### src/rtl/kg_pkg.sv
package kg_pkg;
  typedef enum logic {SEQ_IDLE = 1'b0, SEQ_COLLECT = 1'b1} seq_state_e;
  localparam logic [63:0] KG_DEFAULT_KEY = 64'h1289AB45CDD888FF;
  localparam logic [7:0]  KG_DEFAULT_OP  = 8'hE0;
endpackage

### src/rtl/kg_key_seq.sv
module kg_key_seq
  import kg_pkg::*;
#(
  parameter int KEY_BYTES = 8,
  parameter logic [KEY_BYTES*8-1:0] KEY_VALUE = KG_DEFAULT_KEY,
  parameter logic [7:0] KEY_OP = KG_DEFAULT_OP
) (
  input  logic       clk,
  input  logic       rst,
  input  logic       byte_valid_i,
  input  logic [7:0] byte_i,
  input  logic       link_rst_i,
  output logic       good_o,
  output logic       bad_o
);
  localparam int CW = (KEY_BYTES > 1) ? $clog2(KEY_BYTES) : 1;
  localparam logic [CW-1:0] LAST = CW'(KEY_BYTES - 1);

  logic [7:0] key_arr [KEY_BYTES];
  for (genvar g = 0; g < KEY_BYTES; g++) begin : g_key
    assign key_arr[g] = KEY_VALUE[g*8 +: 8];
  end

  seq_state_e state_q;
  logic [CW-1:0] cnt_q;
  logic ok_q;
  logic hit, final_byte;

  assign hit        = (byte_i == key_arr[cnt_q]);
  assign final_byte = byte_valid_i && !link_rst_i && (state_q == SEQ_COLLECT) && (cnt_q == LAST);
  assign good_o     = final_byte && ok_q && hit;
  assign bad_o      = final_byte && !(ok_q && hit);

  always_ff @(posedge clk) begin
    if (rst || link_rst_i) begin
      state_q <= SEQ_IDLE;
      cnt_q   <= '0;
      ok_q    <= 1'b0;
    end else if (byte_valid_i) begin
      if (state_q == SEQ_IDLE) begin
        if (byte_i == KEY_OP) begin
          state_q <= SEQ_COLLECT;
          cnt_q   <= '0;
          ok_q    <= 1'b1;
        end
      end else if (cnt_q == LAST) begin
        state_q <= SEQ_IDLE;
        cnt_q   <= '0;
        ok_q    <= 1'b0;
      end else begin
        cnt_q <= cnt_q + 1'b1;
        ok_q  <= ok_q && hit;
      end
    end
  end

  p_cnt_range_r2: assert property (@(posedge clk) disable iff (rst)
    cnt_q <= LAST);
  p_abort_r7: assert property (@(posedge clk) disable iff (rst)
    link_rst_i |=> (state_q == SEQ_IDLE) && !good_o);
endmodule

### src/rtl/kg_lock.sv
module kg_lock (
  input  logic clk,
  input  logic rst,
  input  logic link_rst_i,
  input  logic good_i,
  input  logic bad_i,
  output logic unlocked_o,
  output logic mismatch_o
);
  logic unlocked_q, mismatch_q;

  always_ff @(posedge clk) begin
    if (rst || link_rst_i) begin
      unlocked_q <= 1'b0;
      mismatch_q <= 1'b0;
    end else begin
      if (good_i) unlocked_q <= 1'b1;
      mismatch_q <= bad_i;
    end
  end

  assign unlocked_o = unlocked_q;
  assign mismatch_o = mismatch_q;

  p_unlock_cause_r2: assert property (@(posedge clk) disable iff (rst)
    $rose(unlocked_q) |-> $past(good_i));
  p_mismatch_single_r3: assert property (@(posedge clk) disable iff (rst)
    mismatch_q |=> !mismatch_q);
  p_sticky_r6: assert property (@(posedge clk) disable iff (rst)
    unlocked_q && !link_rst_i |=> unlocked_q);
  p_clear_r7: assert property (@(posedge clk) disable iff (rst)
    link_rst_i |=> !unlocked_q && !mismatch_q);
endmodule

### src/rtl/kg_bus_gate.sv
module kg_bus_gate #(
  parameter int AW = 24,
  parameter int DW = 8,
  parameter logic [AW-1:0] NVM_BASE = 24'h800000
) (
  input  logic          clk,
  input  logic          rst,
  input  logic          unlocked_i,
  input  logic          req_valid_i,
  input  logic [AW-1:0] req_addr_i,
  input  logic [DW-1:0] bus_rdata_i,
  output logic          fwd_req_o,
  output logic [AW-1:0] fwd_addr_o,
  output logic          rsp_valid_o,
  output logic [DW-1:0] rsp_data_o
);
  logic in_nvm, allow;
  assign in_nvm = (req_addr_i >= NVM_BASE);
  assign allow  = !in_nvm || unlocked_i;

  always_ff @(posedge clk) begin
    if (rst) begin
      fwd_req_o   <= 1'b0;
      fwd_addr_o  <= '0;
      rsp_valid_o <= 1'b0;
      rsp_data_o  <= '0;
    end else begin
      fwd_req_o   <= req_valid_i && allow;
      fwd_addr_o  <= (req_valid_i && allow) ? req_addr_i : '0;
      rsp_valid_o <= req_valid_i;
      rsp_data_o  <= (req_valid_i && allow) ? bus_rdata_i : '0;
    end
  end

  p_block_r8: assert property (@(posedge clk) disable iff (rst)
    req_valid_i && in_nvm && !unlocked_i |=> !fwd_req_o && rsp_valid_o && (rsp_data_o == '0));
  p_pass_low_r9: assert property (@(posedge clk) disable iff (rst)
    req_valid_i && !in_nvm |=> fwd_req_o);
endmodule

### src/rtl/kg_key_gate.sv
module kg_key_gate
  import kg_pkg::*;
#(
  parameter int AW = 24,
  parameter int DW = 8,
  parameter int KEY_BYTES = 8,
  parameter logic [KEY_BYTES*8-1:0] KEY_VALUE = KG_DEFAULT_KEY,
  parameter logic [7:0] KEY_OP = KG_DEFAULT_OP,
  parameter logic [AW-1:0] NVM_BASE = 24'h800000
) (
  input  logic          clk,
  input  logic          rst,
  input  logic          cmd_valid_i,
  input  logic [7:0]    cmd_byte_i,
  input  logic          link_reset_i,
  input  logic          req_valid_i,
  input  logic [AW-1:0] req_addr_i,
  input  logic [DW-1:0] bus_rdata_i,
  output logic          unlocked_o,
  output logic          key_mismatch_o,
  output logic          fwd_req_o,
  output logic [AW-1:0] fwd_addr_o,
  output logic          rsp_valid_o,
  output logic [DW-1:0] rsp_data_o
);
  logic good, bad;

  kg_key_seq #(.KEY_BYTES(KEY_BYTES), .KEY_VALUE(KEY_VALUE), .KEY_OP(KEY_OP)) u_seq (
    .clk(clk), .rst(rst), .byte_valid_i(cmd_valid_i), .byte_i(cmd_byte_i),
    .link_rst_i(link_reset_i), .good_o(good), .bad_o(bad));

  kg_lock u_lock (
    .clk(clk), .rst(rst), .link_rst_i(link_reset_i), .good_i(good), .bad_i(bad),
    .unlocked_o(unlocked_o), .mismatch_o(key_mismatch_o));

  kg_bus_gate #(.AW(AW), .DW(DW), .NVM_BASE(NVM_BASE)) u_gate (
    .clk(clk), .rst(rst), .unlocked_i(unlocked_o), .req_valid_i(req_valid_i),
    .req_addr_i(req_addr_i), .bus_rdata_i(bus_rdata_i), .fwd_req_o(fwd_req_o),
    .fwd_addr_o(fwd_addr_o), .rsp_valid_o(rsp_valid_o), .rsp_data_o(rsp_data_o));
endmodule

### config.mk
export PLATFORM = sky130hd
export DESIGN_NAME = kg_key_gate
export DESIGN_NICKNAME = d
export VERILOG_FILES = /design/src/rtl/kg_pkg.sv /design/src/rtl/kg_key_seq.sv /design/src/rtl/kg_lock.sv /design/src/rtl/kg_bus_gate.sv /design/src/rtl/kg_key_gate.sv
export SDC_FILE = /design/constraint.sdc
export NUM_CORES = 1
export LEC_CHECK = 0
export BUFFER_PORTS_ARGS = -buffer_cell sky130_fd_sc_hd__buf_2
export CORE_MARGIN = 2
export CORE_UTILIZATION = 35
export CTS_CLUSTER_SIZE = 20
export DETAILED_ROUTE_END_ITERATION = 6
export GPL_TIMING_DRIVEN = 1
export PLACE_DENSITY_LB_ADDON = 0.08
export SKIP_CTS_REPAIR_TIMING = 1
export SLEW_MARGIN = 20
export SYNTH_ARGS = -nofsm -noshare
export SYNTH_HDL_FRONTEND = slang
export SYNTH_SLANG_ARGS = --single-unit
### constraint.sdc
create_clock -name clk -period 2.3 [get_ports clk]
set_clock_uncertainty 0.15 [all_clocks]
set_input_delay 0.345 -clock clk [delete_from_list [all_inputs] [get_ports clk]]
set_output_delay 0.345 -clock clk [all_outputs]
set_load 0.05 [all_outputs]
### Yosys cells after proc, flatten, opt, wreduce, memory -nomap -nowiden

Memory sizes are Yosys's and may differ from the RTL's.
Index checks and enable logic that the tools add are counted.

| word-level totals | value |
|---|---|
| flip-flop bits (word level) | 41 |
| memory bits (read-only) | 64 |
| bits of input ports | 45 |
| output and inout port bits | 36 |
| memories | 1 |

| cells by class | value |
|---|---|
| $add $sub $neg | 1 |
| $lt $le $gt $ge | 2 |
| eq/ne operators | 3 |
| multiplexer cells | 11 |
| bitwise logic cells | 2 |
| reductions and logical operators | 16 |

Memories:

| memory | depth | bits a word | rd ports | clocked after memory_dff | write ports | line | text |
|---|---|---|---|---|---|---|---|
| (name not given) | 8 | 8 | 1 | 0 | 0 | kg_key_seq.sv:29 | `assign hit = (byte_i == key_arr[cnt_q]);` |

Operators by type and width:

| kind | number |
|---|---|
| >= comparator 24 bit (second input constant) | 1 |
| two-way mux 8 bit | 2 |
| two-way mux 3 bit | 3 |
| equality test 8 bit | 1 |
| equality test 8 bit (second input constant) | 1 |
| logical AND 1 bit | 8 |
| two-way mux 1 bit | 6 |
| >= comparator 4 bit (second input constant) | 1 |
| NOT 3 -> 4 bit | 1 |
| adder 3 x 1 -> 3 bit (second input constant) | 1 |
| equality test 3 bit (second input constant) | 1 |
| logical NOT 1 bit | 3 |
| logical OR 1 bit | 2 |
| AND reduction 2 bit | 1 |
| nonzero test 2 bit | 1 |
| OR reduction 2 bit | 1 |
| NOT 1 bit | 1 |

### Logic depth before layout (Yosys ltp)

Gate-level depths: netlist of the first run.

| depth | value |
|---|---|
| depth after elaboration | 8 |
| gate-level depth with buffers | 7 |
| depth with buffers taken out | 7 |

### Cells and area by module

From an unflattened synthesis of the first run, not the netlist that was laid out.

| second synthesis, totals | value |
|---|---|
| cell total of the unflattened synthesis | 147 |
| area, all modules | 1,795.5 um^2 |

By module, submodules not included:

| module | instances | cells an instance | area an instance (um^2) |
|---|---|---|---|
| kg_bus_gate | 1 | 79 | 1,217.4 |
| kg_key_seq | 1 | 63 | 511.7 |
| kg_lock | 1 | 5 | 66.3 |

### Worst setup path before layout of the first run

Ideal clock, no wire load.

| timing path | value |
|---|---|
| kind | reg-to-reg |
| from | register u_seq.cnt_q[0] |
| to | register u_lock.mismatch_q, in the netlist u_lock.mismatch_o |
| setup time | 0.114 ns |
| arrival | 1.770 ns |
| setup slack | 0.266 ns |
| stages on the path, launching flop included | 8 |
| period minus slack after synthesis | 2.034 ns |
| path through | dfxtp_1 > inv_1 > ha_1 > nor2_2 > or3_1 > a221oi_2 > nand4_1 > nor2b_1 |

| between the ends | value |
|---|---|
| cells in the longest elaborated chain, start to end | 8 |

RTL lines:

| what | line | text |
|---|---|---|
| start, declared | kg_key_seq.sv:25 | `logic [CW-1:0] cnt_q;` |
| start signal, assigned | kg_key_seq.sv:51 | `cnt_q <= cnt_q + 1'b1;` |
| NOT 3 -> 4 bit (implied by the code) | kg_key_seq.sv:29 |  |
| memory read (8 x 8 bit) | n/a |  |
| two-way mux 8 bit (implied by the code) (2 in series) | kg_key_seq.sv:29 |  |
| equality test 8 bit | kg_key_seq.sv:29 |  |
| logical AND 1 bit | kg_key_seq.sv:32 | `assign bad_o = final_byte && !(ok_q && hit);` |
| logical NOT 1 bit | kg_key_seq.sv:32 |  |
| logical AND 1 bit * | kg_key_seq.sv:32 |  |
| end signal, assigned | kg_lock.sv:18 | `mismatch_q <= bad_i;` |
| end, declared | kg_lock.sv:10 | `logic unlocked_q, mismatch_q;` |

Every way passes the cells marked *; elsewhere a longest branch is shown, timed or not. The select of a mux whose other input is x is not followed.
A chain may end at the register's enable or synchronous reset.

### Final worst setup path of the first run

Same ends and word-level chain as after synthesis.

==> flow_summary.json, run 1 <==
{
  "gp_congestion": 0.749,
  "place.port_buffers": 80,
  "p_int_uw": 1010,
  "synth_ff_type": "sky130_fd_sc_hd__dfxtp_1",
  "floorplan.io_pins": 81,
  "fin_total_pwr_uw": 1330,
  "async_reset_ff_frac": 0,
  "synth.distinct_cells": 35,
  "initial_core_util": 0.363,
  "yosysWarnings": 0,
  "power_share_of_the_clock_group": 0.348,
  "synth_seq_area_share": 0.565,
  "power_share_of_the_combinational_group": 0.107,
  "drcViolationCount": 0,
  "min-delay-path-class": "input pin to register",
  "chipWidth_um": 68.5,
  "fin_crit_sh": 0.900,
  "power.switching_uw": 321,
  "final-setup-viol-count": 0,
  "post-place-ws_ns": 0.251,
  "path_cells": "inv_1 -> ha_1 -> nor4b_1 -> o22ai_1 -> a221oi_2 -> nand4_1 -> nor2b_1",
  "multi_input_gate_area_in_the_final_layout_um2": 588,
  "synth_seq_cells": 41,
  "cp_data_required_time_ns": 2.33,
  "fp.coreArea_um2": 4000,
  "grt_usage": 0.127,
  "startpoint_type": "register",
  "setup.worst_path.end_class": "register",
  "number_of_enable_type_register_cells_in_the_synthesized_netlist": 0,
  "antenna_cells": 0,
  "met2_usage": 0.201,
  "wl_per_cell_um": 11.2,
  "grt_most_used_layer": "met2",
  "clkSinkCount": 41,
  "worst_skew_pair.late_latency_ns": 0.28,
  "slew_viol_final": 0,
  "total_of_max_cap_violations": 0,
  "worstMarginPinSlew_ns": 0.445,
  "cts_bufs_inserted": 5,
  "switching_share": 0.241,
  "run_status": "finished clean",
  "drtPass1Iterations": 4,
  "num-fill-cells": 386,
  "critical-path-max-stage-delay_ns": 0.38,
  "met3_usage": 0.0691,
  "p_seq_frac": 0.546,
  "area.sequential_um2": 821,
  "antenna_violating_nets_post_route": 0,
  "ys_top_cells_by_area": "sky130_fd_sc_hd__dfxtp_1, sky130_fd_sc_hd__and2_1, sky130_fd_sc_hd__ha_1",
  "vias": 1222,
  "final_core_util": 0.504,
  "timing.critical_path.fanout_max": 6,
  "slew_headroom": 0.703,
  "rows": 23,
  "max_root_sink_buffers": 2,
  "power_leakage_uw": 0.000989,
  "synth_top_area_frac": 0.565,
  "power_per_cell_area_nw_per_um2": 663,
  "globalRouteMet1Util": 0.144,
  "synthDominantAreaCellType": "sky130_fd_sc_hd__dfxtp_1",
  "peakVddDrop_mv": 0.253,
  "postRouteWirelength_um": 3090,
  "finalHoldViolCount": 0,
  "synthToLayoutAreaGrowth_pct": 38.6,
  "root_buffer": "sky130_fd_sc_hd__clkbuf_8",
  "grt_pass1_wl_um": 4360,
  "grt_antenna_before_repair": 0,
  "worst_hold_slack_ns": 0.106,
  "worstSetupPathType": "register to register",
  "gate_count_of_the_mapped_netlist": 139,
  "synth.avg_cell_area_um2": 10.5,
  "grt_start_max_net_pins": 23,
  "tritoncts": "built",
  "final_common_cell": "sky130_fd_sc_hd__buf_2",
  "globalRoute.totalOverflow": 0,
  "most-common-layout-cells": "sky130_fd_sc_hd__buf_2, sky130_fd_sc_hd__dfxtp_1, sky130_fd_sc_hd__and2_1",
  "viasPerCell": 4.43,
  "grt_pass1_vias": 1017,
  "grt_setup_unrepaired": "false",
  "cp_data_arrival_time_ns": 2.10,
  "fin_ws_ns": 0.230,
  "fin_crit_ns": 2.07,
  "die_h_um": 68.5,
  "drt-initial-drc-count": 46,
  "finalSetupTns_ns": 0,
  "die_area_um2": 4690,
  "synthesis.area_um2": 1450,
  "max_freq_ghz": 0.483,
  "post-dp-hpwl_um": 2410,
  "cts.clk_slew.worst_paths_ns": 0.07,
  "final_nets": 276,
  "htree_num_levels": 2,
  "fraction_of_layout_cells_with_a_size_suffix_above_1": 0.416,
  "synth.net_count": 189,
  "worst_path_max_delay_cell": "sky130_fd_sc_hd__ha_1"
}
[worst max-delay path, delay by kind of cell (launching register included)]
kind	cells	cell delay, ns
simple gates	3	0.67
fa+ha+maj	1	0.38
compound gates	2	0.38
flops	1	0.34
buf+inv	1	0.05
[Yosys cell counts (2+ instances only)]
cell type,number
sky130_fd_sc_hd__ha_1,5
sky130_fd_sc_hd__inv_1,6
sky130_fd_sc_hd__xnor2_1,3
sky130_fd_sc_hd__dfxtp_1,41
sky130_fd_sc_hd__and3_1,2
sky130_fd_sc_hd__nor3_1,3
sky130_fd_sc_hd__o21ai_1,2
sky130_fd_sc_hd__or3_1,3
sky130_fd_sc_hd__o21ai_0,4
sky130_fd_sc_hd__and2_1,31
sky130_fd_sc_hd__nor2_1,4
sky130_fd_sc_hd__a21oi_1,6
sky130_fd_sc_hd__clkbuf_1,3
sky130_fd_sc_hd__nor2b_1,2
sky130_fd_sc_hd__nand2_1,4
[sequential cells by signal (all words and copies together) (netlist names)]
signal,cells
u_gate.rsp_data_o,8
u_gate.rsp_valid_o,1
u_seq.state_q,1
u_lock.mismatch_o,1
u_gate.fwd_req_o,1
u_gate.fwd_addr_o,24
u_seq.ok_q,1
u_seq.cnt_q,3
u_lock.unlocked_o,1
[worst paths after layout]
kind	from	endpoint	slack, ns	depth (start not counted)
max	u_seq.cnt_q[0]	u_lock.mismatch_o	0.23	7
min	req_addr_i[10]	u_gate.fwd_addr_o[10]	0.11	2
max reg2reg	u_seq.cnt_q[0]	u_lock.mismatch_o	0.23	7
min reg2reg	u_lock.unlocked_o	u_lock.unlocked_o	0.34	2
[power groups by stage]
stage	logic [uW]	registers, uW	clock network (uW)
final	142	728	464
after global routing	153	730	509
after CTS	144	728	482
after detailed placement	144	745	0
after global placement	142	745	0
after floorplan	22.7	803	0
[logic make-up (layout without fill, tap and decap cells)]
group | Yosys count | in the layout | synth area share
adder cells (fa/ha/maj) | 5 | 5 | 0.0430
buffers and inverters | 10 | 97 | 0.0310
AND/OR/NAND/NOR | 58 | 58 | 0.243
multiplexers | 1 | 1 | 0.00688
flip-flops | 41 | 41 | 0.565
XOR/XNOR | 3 | 3 | 0.0181
AO/OA/AOI/OAI | 21 | 21 | 0.0938
[layer usage]
metal / routed length, um / up-vias
met1: 1270 / 525
met3: 374 / 4
met5: 0 / -
met4: 33 / 0
li1: - / 636
met2: 1410 / 57
[through the flow]
stage	std cells	cell area (um^2)
2_1_floorplan	139	1450
3_3_place_gp	269	1920
3_5_place_dp	269	1920
4_1_cts	276	2010
5_1_grt	276	2010
6_report	276	2010
[final cells by class]
type | instances | area share
clock buffers | 6 | 0.0410
clock inverters | 1 | 0.00373
well taps | 50 | 0.0311
flip-flops and latches | 41 | 0.407
multi-input cells | 88 | 0.292
repair buffers | 84 | 0.214
inverters | 6 | 0.0112
(Power assumes the default switching activity.)
==> run 2, diff against run 1 <==
--- a/config.mk
+++ b/config.mk
@@ -6,8 +6,7 @@
 export NUM_CORES = 1
 export LEC_CHECK = 0
 export BUFFER_PORTS_ARGS = -buffer_cell sky130_fd_sc_hd__buf_2
-export CORE_MARGIN = 2
-export CORE_UTILIZATION = 35
+export CORE_UTILIZATION = 25
 export CTS_CLUSTER_SIZE = 20
 export DETAILED_ROUTE_END_ITERATION = 6
 export GPL_TIMING_DRIVEN = 1
@@ -16,4 +15,5 @@
 export SLEW_MARGIN = 20
 export SYNTH_ARGS = -nofsm -noshare
 export SYNTH_HDL_FRONTEND = slang
+export SYNTH_HIERARCHICAL = 1
 export SYNTH_SLANG_ARGS = --single-unit
==> flow_summary.json, run 2 <==
{
  "regToRegStartpoint": "u_seq/cnt_q[0]",
  "grt_pass1_vias": 1265,
  "most-common-layout-cells": "sky130_fd_sc_hd__buf_2, sky130_fd_sc_hd__dfxtp_1, sky130_fd_sc_hd__nor3b_2",
  "run_status": "finished clean",
  "worstMarginPinSlew_ns": 0.578,
  "postRouteWirelength_um": 3790,
  "power_leakage_uw": 0.00102,
  "timing.critical_path.fanout_max": 4,
  "setup.reg_to_reg.worst_slack_ns": 0.24,
  "cts_bufs_inserted": 5,
  "rows": 30,
  "fin_crit_ns": 2.06,
  "drt-initial-drc-count": 49,
  "final_cell_area_um2": 2320,
  "reg2regPathDepth": 7,
  "yosysMostFrequentCell": "sky130_fd_sc_hd__dfxtp_1",
  "synth.distinct_cells": 38,
  "max_root_sink_buffers": 2,
  "ys_top_cells_by_area": "sky130_fd_sc_hd__dfxtp_1, sky130_fd_sc_hd__nor3b_2, sky130_fd_sc_hd__buf_6",
  "synth_seq_area_share": 0.457,
  "synth.net_count": 197,
  "worst_hold_slack_ns": 0.131,
  "worst_skew_pair.late_latency_ns": 0.28,
  "peakVddDrop_mv": 0.297,
  "met2_usage": 0.162,
  "antenna_violating_nets_post_route": 0,
  "drtPass1Iterations": 4,
  "largest_reg_flops": 24,
  "synth_top_area_frac": 0.457,
  "finalSetupTns_ns": 0,
  "yosysWarnings": 6,
  "floorplan.io_pins": 81,
  "fraction_of_layout_cells_with_a_size_suffix_above_1": 0.565,
  "drcViolationCount": 0,
  "gate_count_of_the_mapped_netlist": 147,
  "finalHoldViolCount": 0,
  "tritoncts": "built",
  "grt_antenna_before_repair": 0,
  "min_from": "req_addr_i[23]",
  "worstSetupPathType": "register to register",
  "max_flop_register": "u_gate/fwd_addr_o",
  "initial_core_util": 0.261,
  "die_h_um": 86.7,
  "final_nets": 280,
  "root_buffer": "sky130_fd_sc_hd__clkbuf_8",
  "synthDominantAreaCellType": "sky130_fd_sc_hd__dfxtp_1",
  "wl_per_cell_um": 11.6,
  "min_to": "u_gate/fwd_addr_o[23]",
  "grt_pass1_wl_um": 5880,
  "final-setup-viol-count": 0,
  "globalRoute.totalOverflow": 0,
  "grt_usage": 0.101,
  "power_per_cell_area_nw_per_um2": 598,
  "final_core_util": 0.337,
  "grt_setup_unrepaired": "false",
  "synth_seq_cells": 41,
  "grt_start_max_net_pins": 35,
  "whs_path_depth": 3,
  "synth_ff_type": "sky130_fd_sc_hd__dfxtp_1",
  "number_of_enable_type_register_cells_in_the_synthesized_netlist": 0,
  "die_area_um2": 7520,
  "chipWidth_um": 86.7,
  "top_regs": "u_gate/fwd_addr_o x24, u_gate/rsp_data_o x8, u_seq/cnt_q x3",
  "clkSinkCount": 41,
  "max_freq_ghz": 0.485,
  "startpoint_type": "register",
  "place.port_buffers": 80,
  "antenna_cells": 0,
  "cts.clk_slew.worst_paths_ns": 0.08,
  "final_common_cell": "sky130_fd_sc_hd__buf_2",
  "slew_viol_final": 0,
  "viasPerCell": 4.13,
  "htree_num_levels": 2,
  "min-delay-path-class": "input pin to register",
  "met3_usage": 0.0314,
  "synthToLayoutAreaGrowth_pct": 29.0,
  "fp.coreArea_um2": 6870,
  "vias": 1347,
  "slew_headroom": 0.615,
  "globalRouteMet1Util": 0.129,
  "post-dp-hpwl_um": 2790,
  "synthTopCellsByCount": "sky130_fd_sc_hd__dfxtp_1, sky130_fd_sc_hd__nor3b_2, sky130_fd_sc_hd__inv_1, sky130_fd_sc_hd__nor2_1",
  "cp_data_required_time_ns": 2.32,
  "fin_crit_sh": 0.897,
  "gp_congestion": 0.744,
  "total_of_max_cap_violations": 0,
  "grt_most_used_layer": "met2",
  "cp_data_arrival_time_ns": 2.09,
  "rr_endpoint": "u_lock/mismatch_o",
  "synth.avg_cell_area_um2": 12.2,
  "async_reset_ff_frac": 0,
  "fin_total_pwr_uw": 1380,
  "dpl-instance-area_um2": 2230,
  "setup.worst_path.end_class": "register",
  "synthesis.area_um2": 1800
}
==> run 2: cell types whose count changed after synthesis, sizes merged, moves of 3 or more <==
cell,previous run,this run
and2,32,0
and4,0,3
buf,1,9
clkbuf,3,0
nor3b,0,33
o21ai,6,3
or3,3,0
==> run 2: where the power goes <==
part,internal [uW],leakage [uW],switching [uW]
Sequential,725,0.000333,2.97
Clock,237,0.0000433,236
Combinational,65.1,0.000648,118
Total,1030,0.00102,357
==> run 2: cells by family after synthesis <==
logic type,after synthesis,synth area share
AOI/OAI and AO/OA,19,0.0690
muxes,1,0.00558
xor gates and xnor gates,3,0.0146
and+or+nand+nor,61,0.330
buffers and inverters,17,0.0892
DFF,41,0.457
adders and majority gates,5,0.0348
==> run 2: stage by stage <==
| stage | setup WS [ns] | instances |
|---|---|---|
| finish | 0.236 | 326 |
| CTS | 0.223 | 326 |
| global placement | 0.237 | 319 |
| global route | 0.116 | 326 |
| floorplan | 0.178 | 147 |
| detailed placement | 0.228 | 319 |
==> run 2: cell type report <==
type	count	area, um^2
Fill cell	733	4550
Sequential cell	41	821
Multi-Input combinational cell	89	815
Timing Repair Buffer	85	438
Tap cell	96	120
Clock buffer	6	82.6
Inverter	8	32.5
Clock inverter	1	7.51
==> run 2: how the worst max path moves through the flow <==
stage	startpoint	to	slack [ns]	cells after the start
final	u_seq/cnt_q[0]	u_lock/mismatch_o	0.24	7
after global routing	u_seq/cnt_q[1]	u_lock/unlocked_o	0.12	10
after CTS	u_seq/cnt_q[0]	u_lock/mismatch_o	0.22	7
after detailed placement	u_seq/cnt_q[0]	u_lock/mismatch_o	0.23	7
after global placement	u_seq/cnt_q[0]	u_lock/mismatch_o	0.24	7
after floorplan	u_seq/cnt_q[0]	u_lock/mismatch_o	0.18	7
==> run 2: layer usage <==
layer  routed length [um]  up-vias
met5                    0        -
met1                 1760      608
li1                     -      679
met2                 1730       53
met3                  264        7
met4                   45        0
==> run 2: worst max-delay path: stages (launching register included) <==
cell and delay (ns):
sky130_fd_sc_hd__dfxtp_1 0.33, sky130_fd_sc_hd__inv_1 0.08, sky130_fd_sc_hd__ha_1 0.31, sky130_fd_sc_hd__or4_4 0.51
sky130_fd_sc_hd__a21oi_2 0.14, sky130_fd_sc_hd__nand4_2 0.12, sky130_fd_sc_hd__nor3b_1 0.17, sky130_fd_sc_hd__nor3b_2 0.15
